$ cat src/rtl/simd_ldst_pkg.sv
package simd_ldst_pkg;
  localparam int INSTR_W = 32;
  localparam int RIDX_W  = 5;
  localparam int CNT_W   = 3;
  localparam int LANE_W  = 4;
  localparam int SCL_W   = 2;
  localparam int ESZ_W   = 7;
  localparam int IMM_W   = 6;
  localparam logic [RIDX_W-1:0] ZR_IDX = '1;

  typedef struct packed {
    logic              q;
    logic              post;
    logic              l;
    logic              r;
    logic [RIDX_W-1:0] rm;
    logic [2:0]        op;
    logic              s;
    logic [1:0]        sz;
    logic [RIDX_W-1:0] rn;
    logic [RIDX_W-1:0] rt;
  } ldst_fields_t;
endpackage

$ cat src/rtl/sld_field_split.sv
module sld_field_split
  import simd_ldst_pkg::*;
(
  input  logic [INSTR_W-1:0] instr,
  output ldst_fields_t       fld
);
  always_comb begin
    fld.q    = instr[30];
    fld.post = instr[23];
    fld.l    = instr[22];
    fld.r    = instr[21];
    fld.rm   = instr[20:16];
    fld.op   = instr[15:13];
    fld.s    = instr[12];
    fld.sz   = instr[11:10];
    fld.rn   = instr[9:5];
    fld.rt   = instr[4:0];
  end
endmodule

$ cat src/rtl/sld_elem_decode.sv
module sld_elem_decode
  import simd_ldst_pkg::*;
(
  input  ldst_fields_t      fld,
  output logic [CNT_W-1:0]  elem_cnt,
  output logic [SCL_W-1:0]  scale,
  output logic [LANE_W-1:0] lane_idx,
  output logic              replicate,
  output logic              undef
);
  logic [SCL_W-1:0]  scl_raw;
  logic [SCL_W-1:0]  scl_nxt;
  logic [LANE_W-1:0] lane_nxt;
  logic              rep_nxt;
  logic              und_nxt;

  assign scl_raw  = fld.op[2:1];
  assign elem_cnt = CNT_W'({fld.op[0], fld.r}) + CNT_W'(1);

  always_comb begin
    scl_nxt  = scl_raw;
    lane_nxt = '0;
    rep_nxt  = 1'b0;
    und_nxt  = 1'b0;
    unique case (scl_raw)
      2'b11: begin
        if (!fld.l || fld.s) begin
          und_nxt = 1'b1;
        end else begin
          scl_nxt = fld.sz;
          rep_nxt = 1'b1;
        end
      end
      2'b00: lane_nxt = {fld.q, fld.s, fld.sz};
      2'b01: begin
        if (fld.sz[0]) und_nxt = 1'b1;
        else lane_nxt = {1'b0, fld.q, fld.s, fld.sz[1]};
      end
      default: begin
        if (fld.sz[1]) begin
          und_nxt = 1'b1;
        end else if (!fld.sz[0]) begin
          lane_nxt = {2'b00, fld.q, fld.s};
        end else if (fld.s) begin
          und_nxt = 1'b1;
        end else begin
          lane_nxt = {3'b000, fld.q};
          scl_nxt  = 2'b11;
        end
      end
    endcase
  end

  always_comb begin
    undef     = und_nxt;
    scale     = und_nxt ? '0 : scl_nxt;
    lane_idx  = und_nxt ? '0 : lane_nxt;
    replicate = und_nxt ? 1'b0 : rep_nxt;
  end
endmodule

$ cat src/rtl/sld_offset_decode.sv
module sld_offset_decode
  import simd_ldst_pkg::*;
(
  input  logic              post,
  input  logic [RIDX_W-1:0] rm,
  input  logic [RIDX_W-1:0] rn,
  input  logic [CNT_W-1:0]  elem_cnt,
  input  logic [SCL_W-1:0]  scale,
  input  logic              undef,
  output logic              wback,
  output logic              use_imm,
  output logic              use_reg,
  output logic [IMM_W-1:0]  post_imm,
  output logic              tag_chk
);
  logic             rm_is_zr;
  logic [IMM_W-1:0] struct_bytes;

  assign rm_is_zr     = (rm == ZR_IDX);
  assign struct_bytes = IMM_W'(elem_cnt) << scale;

  always_comb begin
    wback    = post;
    use_imm  = post && rm_is_zr;
    use_reg  = post && !rm_is_zr;
    post_imm = (post && !undef) ? struct_bytes : '0;
    tag_chk  = post || (rn != ZR_IDX);
  end
endmodule

$ cat src/rtl/simd_ldst_dec.sv
module simd_ldst_dec
  import simd_ldst_pkg::*;
(
  input  logic [31:0] instr,
  output logic [4:0]  vt_idx,
  output logic [4:0]  base_idx,
  output logic [4:0]  off_idx,
  output logic [2:0]  elem_cnt,
  output logic [1:0]  scale,
  output logic [6:0]  esize_bits,
  output logic [3:0]  lane_idx,
  output logic        replicate,
  output logic        vec128,
  output logic        wback,
  output logic        use_imm,
  output logic        use_reg,
  output logic [5:0]  post_imm,
  output logic        tag_chk,
  output logic        undef
);
  ldst_fields_t fld;

  sld_field_split u_split (
    .instr (instr),
    .fld   (fld)
  );

  sld_elem_decode u_elem (
    .fld       (fld),
    .elem_cnt  (elem_cnt),
    .scale     (scale),
    .lane_idx  (lane_idx),
    .replicate (replicate),
    .undef     (undef)
  );

  sld_offset_decode u_off (
    .post     (fld.post),
    .rm       (fld.rm),
    .rn       (fld.rn),
    .elem_cnt (elem_cnt),
    .scale    (scale),
    .undef    (undef),
    .wback    (wback),
    .use_imm  (use_imm),
    .use_reg  (use_reg),
    .post_imm (post_imm),
    .tag_chk  (tag_chk)
  );

  assign vt_idx     = fld.rt;
  assign base_idx   = fld.rn;
  assign off_idx    = fld.rm;
  assign vec128     = fld.q;
  assign esize_bits = ESZ_W'(8) << scale;
endmodule

$ cat config.mk
export PLATFORM = sky130hd
export DESIGN_NAME = simd_ldst_dec
export DESIGN_NICKNAME = d
export VERILOG_FILES = /design/src/rtl/simd_ldst_pkg.sv /design/src/rtl/sld_field_split.sv /design/src/rtl/sld_elem_decode.sv /design/src/rtl/sld_offset_decode.sv /design/src/rtl/simd_ldst_dec.sv
export SDC_FILE = /design/constraint.sdc
export NUM_CORES = 1
export LEC_CHECK = 0
export ABC_AREA = 1
export BUFFER_PORTS_ARGS = -buffer_cell sky130_fd_sc_hd__buf_2
export CAP_MARGIN = 0
export CORE_ASPECT_RATIO = 1.2
export CORE_MARGIN = 2
export CORE_UTILIZATION = 36
export DETAILED_ROUTE_END_ITERATION = 10
export PLACE_DENSITY = 0.9
export SLEW_MARGIN = 20
export SYNTH_ARGS = -nofsm -noshare
export SYNTH_HDL_FRONTEND = slang
export SYNTH_SLANG_ARGS = --single-unit
$ cat constraint.sdc
create_clock -name vclk -period 2.84
set_input_delay 0.568 -clock vclk [all_inputs]
set_output_delay 0.568 -clock vclk [all_outputs]
set_load 0.1 [all_outputs]
==> metrics.md, run 1 <==
| Metric | Value |
|---|---|
| Endpoints failing setup | 0 |
| # Max-Cap Violations | 0 |
| Area grow syn2layout | 54.2% |
| Synth warnings | 0 |
| Number of diodes | 0 |
| Hold Path Depth | 0 |
| Critical Path RT | 2.27 ns |
| Postcts setup bufs | 0 |
| Clock buffer cells | 0 |
| # resized after CTS | 0 |
| WHS | 1.14 ns |
| RSZ-0062 raised after global routing | no |
| Port Buffers | 56 |
| Core area | 1480 µm² |
| DIE AREA | 1960 µm² |
| DRC | 0 |
| Die Wd | 40.8 µm |
| GRT Total Usage | 14.7% |
| Vias per cell | 4.75 |
| Leakage | 0.511 nW |
| First-pass GRT wire length | 2150 µm |
| Cell Int Power | 0.0649 mW |
| Clock period minus worst slack | 2.57 ns |
| Most frequent cell after synthesis | nand2_1 |
| Clock share of power | 0% |
| Hold Path Class | in -> out |
| CP max stage cell | buf_12 |
| Slowest stage delay, CP | 0.17 ns |
| Synth top area cells | buf_4 26%, nand2_1 13%, inv_1 9.6% |
| Max Slew Vio Count | 0 |
| Fin nets | 181 |
| Critical path peak fanout | 7 |
| RePlAce Congestion | 0.839 |
| Most used cell along the critical path | nand2_1 |
| Mux contribution to synthesized area | 0% |
| Cell variety after synth | 23 |
| Yosys top cell area share | 25.7% |
| Largest net degree at the start of global routing | 8 |
| Synth Area in Simple Gates | 47.5% |
| Max VDD drop | 0.227 mV |
| I/O pins | 76 |
| Post-CTS Hold Buffers | 0 |
| Sequential cell area | 0 µm² |
| Die Y-Extent | 48.1 µm |
| Layout cell share with drive strength beyond 1 | 56.8% |
| Initial core utilization | 39.4% |
| DRT iter0 DRCs | 10 |
| Largest family of logic cells by synthesized area | simple AND/OR/NAND/NOR gates |
| Placed Instances | 163 |
| Hold Fails Final Rpt | 0 |
| Vias in the first global route | 578 |
| Arr. time, crit path | 2.00 ns |
| Combinational fraction of design power | 100.0% |
| Power density over the cells | 417 nW/µm² |
| Initial antenna violation count | 0 |
| Final global-route overflow total | 0 |
| Post-route ant nets | 0 |
| Cells after Synth | 108 |
| Power Total | 0.376 mW |
| Area leader, netlist | buf_4 |
| Sw Share | 82.7% |
| Core Rows | 15 |
| DP HPWL | 1450 µm |
| Adder-cell share of the synthesized area | 2.14% |
| Post-Route Setup TNS | 0 ns |
| Highest Clock Rate | 390 MHz |
| Fin util | 60.8% |
| Drt wl/cell | 9.58 µm |
| Status | finished clean |
| Worst Hold Path EP | vt_idx[4] |
| Mapped Area | 584 µm² |
| Sequential cell count | 0 |
| Worst setup SP type | primary input |
| Reg power frac | 0% |
| Element type at the critical path end | output pin |
| DR vias | 774 |
| Seq/Total Area, Yosys | 0% |
| Drt pass-1 iters | 4 |
| Most frequent cells after synthesis | 21 x nand2_1, 20 x buf_4, 15 x inv_1, 11 x nor2_1, 9 x nand3_1 |
| Switching power | 0.311 mW |
| Final Non-Filler Cells | 163 |
| Synth Area in XOR/XNOR | 0% |
| Hold Crit Start | instr[4] |
| WL final | 1560 µm |
| Synth Area in Compound Gates | 12.4% |
| Critical path type | in -> out |
| Syn Area/Cell | 5.41 µm² |
| Worst-path cell chain | buf_2 > inv_1 > nand2_1 > nand2_1 > nand2_1 > nor2_4 > nand2_2 > nand2_1 > nand3_1 > nand2_1 > clkinvlp_4 > buf_12 |
| Final period utilization | 90.4% |
kinds of logic after synthesis:
kind of cell               Yosys count
other                                1
AOI/OAI and AO/OA                   13
and+or+nand+nor                     55
adders and majority gates            1
buffers and inverters               38
through the flow:
step                      cell area (µm²)  setup slack (ns)
after floorplan                       689           0.00359
after global placement                901             0.310
after detailed placement              901             0.268
after CTS                             901             0.265
after global routing                  901             0.119
final                                 901             0.274
metal layers:
layer  global-route usage (%)  wire length (µm)  up-vias
met5                        0                 0        -
met4                        0                 0        0
met3                    0.457               102        0
met2                     29.5               876       32
met1                     17.9               582      340
li1                         -                 -      402
layout make-up:
cell class | count | area, µm²
tap | 17 | 21.3
fill | 136 | 582
inverter | 18 | 78.8
multi-input combinational | 72 | 460
timing repair buffer | 56 | 340
worst max-delay path, delay by kind of cell:
| family | cells | cell delay, ns |
|---|---|---|
| buf+inv | 4 | 0.49 |
| simple gates | 8 | 0.93 |
how the worst max path moves through the flow:
stage,depth (start not counted),end,from,slack (ns)
final,12,post_imm[2],instr[12],0.27
after global routing,12,post_imm[3],instr[12],0.12
after CTS,12,post_imm[2],instr[12],0.26
after detailed placement,12,post_imm[2],instr[12],0.27
after global placement,9,post_imm[4],instr[15],0.31
after floorplan,8,post_imm[3],instr[11],0.004
power by group through the flow:
stage                     logic, mW  registers, mW  clock network [mW]
after global placement        0.374              0                   0
after global routing          0.392              0                   0
after floorplan               0.359              0                   0
after detailed placement      0.377              0                   0
final                         0.376              0                   0
after CTS                     0.377              0                   0
placed cells by master (no fill, tap or decap), types with 2 or more instances in the layout:
master / netlist / layout
nor2_2: 2 / 4
nor2_1: 11 / 7
nor3_4: 0 / 2
conb_1: 1 / 3
o21ai_0: 4 / 4
nand2_1: 21 / 20
inv_2: 3 / 4
a21oi_4: 0 / 2
a21oi_2: 1 / 2
nor2_4: 1 / 3
o22ai_1: 2 / 2
and3_1: 2 / 2
inv_1: 15 / 11
buf_2: 0 / 52
nand3_1: 9 / 9
buf_12: 0 / 4
nand2_2: 2 / 2
clkinvlp_4: 0 / 3
No activity file was read; power rests on OpenSTA's default activity.
==> run 2: changes to the inputs <==
--- a/config.mk
+++ b/config.mk
@@ -13,6 +13,7 @@
 export CORE_UTILIZATION = 36
 export DETAILED_ROUTE_END_ITERATION = 10
 export PLACE_DENSITY = 0.9
+export REMOVE_ABC_BUFFERS = 1
 export SLEW_MARGIN = 20
 export SYNTH_ARGS = -nofsm -noshare
 export SYNTH_HDL_FRONTEND = slang
==> run 2 against run 1 <==
  * Hold slack gained 0.00070 ns
  * Cell count unchanged
  * Largest power group unchanged
  * Design area down 17%
  * Sequential share of layout area unchanged
  * Via count increased by 3.1%
  * Worst setup slack gained 0.0011 ns
==> metrics.md, run 2 (synthesis gave the netlist of run 1 again) <==
| Metric | Value |
|---|---|
| Power density over the cells | 467 nW/µm² |
| Final Non-Filler Cells | 163 |
| Fin util | 50.1% |
| Most frequent cells in the layout | 56 x buf_2, 21 x nand2_1, 15 x inv_1, 11 x nor2_1, 9 x nand3_1 |
| CP max stage cell | buf_2 |
| Pre-CTS setup slack | 0.286 ns |
| Slowest stage delay, CP | 0.41 ns |
| Max Slew Vio Count | 0 |
| GRT Total Usage | 17.2% |
| Final WS setup | 0.275 ns |
| Fin nets | 181 |
| Post-CTS Hold Buffers | 0 |
| DRT iter0 DRCs | 7 |
| Area grow syn2layout | 27.2% |
| Hold Fails Final Rpt | 0 |
| Vias in the first global route | 677 |
| Hold Path Depth | 0 |
| Final global-route overflow total | 0 |
| Clock buffer cells | 0 |
| Highest Clock Rate | 390 MHz |
| Core Rows | 15 |
| Postcts setup bufs | 0 |
| RSZ-0062 raised after global routing | no |
| Largest net degree at the start of global routing | 8 |
| GR peak layer | met2 |
| Initial antenna violation count | 0 |
| Status | finished clean |
| Number of diodes | 0 |
| RePlAce Congestion | 0.865 |
| Layout cell share with drive strength beyond 1 | 46.6% |
| Drt wl/cell | 10.2 µm |
| Sequential cell count | 0 |
| First-pass GRT wire length | 2450 µm |
| Leakage | 0.502 nW |
| GRT met2 Usage | 34.9% |
| Drt pass-1 iters | 4 |
| Worst-path cell chain | buf_2 > nor2_2 > nand3_1 > nand2_1 > inv_2 > a21oi_1 > nand2_1 > inv_1 > buf_2 |
| Initial core utilization | 39.4% |
| Max VDD drop | 0.230 mV |
| GR Layer Usage met1 | 18.1% |
| Die Y-Extent | 48.1 µm |
| Element type at the critical path end | output pin |
| Hold Path Class | in -> out |
| # resized after CTS | 0 |
| Worst path top cell family by delay | buffers and inverters |
| Final period utilization | 90.3% |
| Placed Instances | 163 |
| Clock period minus worst slack | 2.57 ns |
| Critical Path RT | 2.27 ns |
| WL final | 1660 µm |
| Port Buffers | 56 |
| WP buf/inv | 4 |
| Vias per cell | 4.90 |
| DR vias | 798 |
| Sequential cell area | 0 µm² |
| DIE AREA | 1960 µm² |
| Critical path peak fanout | 5 |
| I/O pins | 76 |
| Post-DP Area | 743 µm² |
| Endpoints failing setup | 0 |
| DRC | 0 |
| Final instance area | 743 µm² |
| Grt met3 use | 2.74% |
| Worst setup SP type | primary input |
| Critical path type | in -> out |
| Hold Crit Start | instr[0] |
| # Max-Cap Violations | 0 |
| Worst Hold Path EP | vt_idx[0] |
| FILL cells | 143 |
| Die Wd | 40.8 µm |
| Post-route ant nets | 0 |
| Most common cell after layout, fill and taps aside | buf_2 |
| DP HPWL | 1500 µm |
| Arr. time, crit path | 2.00 ns |
| Core area | 1480 µm² |
run 2: worst max-delay path by stage:
stage | from | cells past startpoint | to
CTS | instr[12] | 9 | post_imm[2]
finish | instr[12] | 9 | post_imm[2]
detailed placement | instr[12] | 9 | post_imm[2]
floorplan | instr[13] | 3 | post_imm[5]
global placement | instr[12] | 9 | post_imm[2]
global route | instr[12] | 11 | post_imm[3]
run 2: per-layer routing:
metal	part of all wire (%)	up-vias
met1	33	351
met2	57	48
met3	10	0
met4	0	0
met5	0	-
li1	-	399
run 2: area by class of cell:
| cell class | count | area (µm²) | share of cell area [%] |
|---|---|---|---|
| inverter | 18 | 67.6 | 9.09 |
| multi-input combinational | 72 | 374 | 50.3 |
| tap | 17 | 21.3 | 2.86 |
| timing repair buffer | 56 | 280 | 37.7 |
run 2: report_power, final:
part / leakage [nW] / total, mW / internal, mW / switching, mW
combinational: 0.502 / 0.347 / 0.0496 / 0.298
clock: 0 / 0 / 0 / 0
sequential: 0 / 0 / 0 / 0
run 2: through the flow:
stage	TNS, ns	total power, mW	hold WS [ns]
CTS	0	0.348	1.14
global route	0	0.361	1.14
finish	0	0.347	1.14
detailed placement	0	0.347	1.14
global placement	0	0.345	1.14
floorplan	-7.13	0.224	1.14
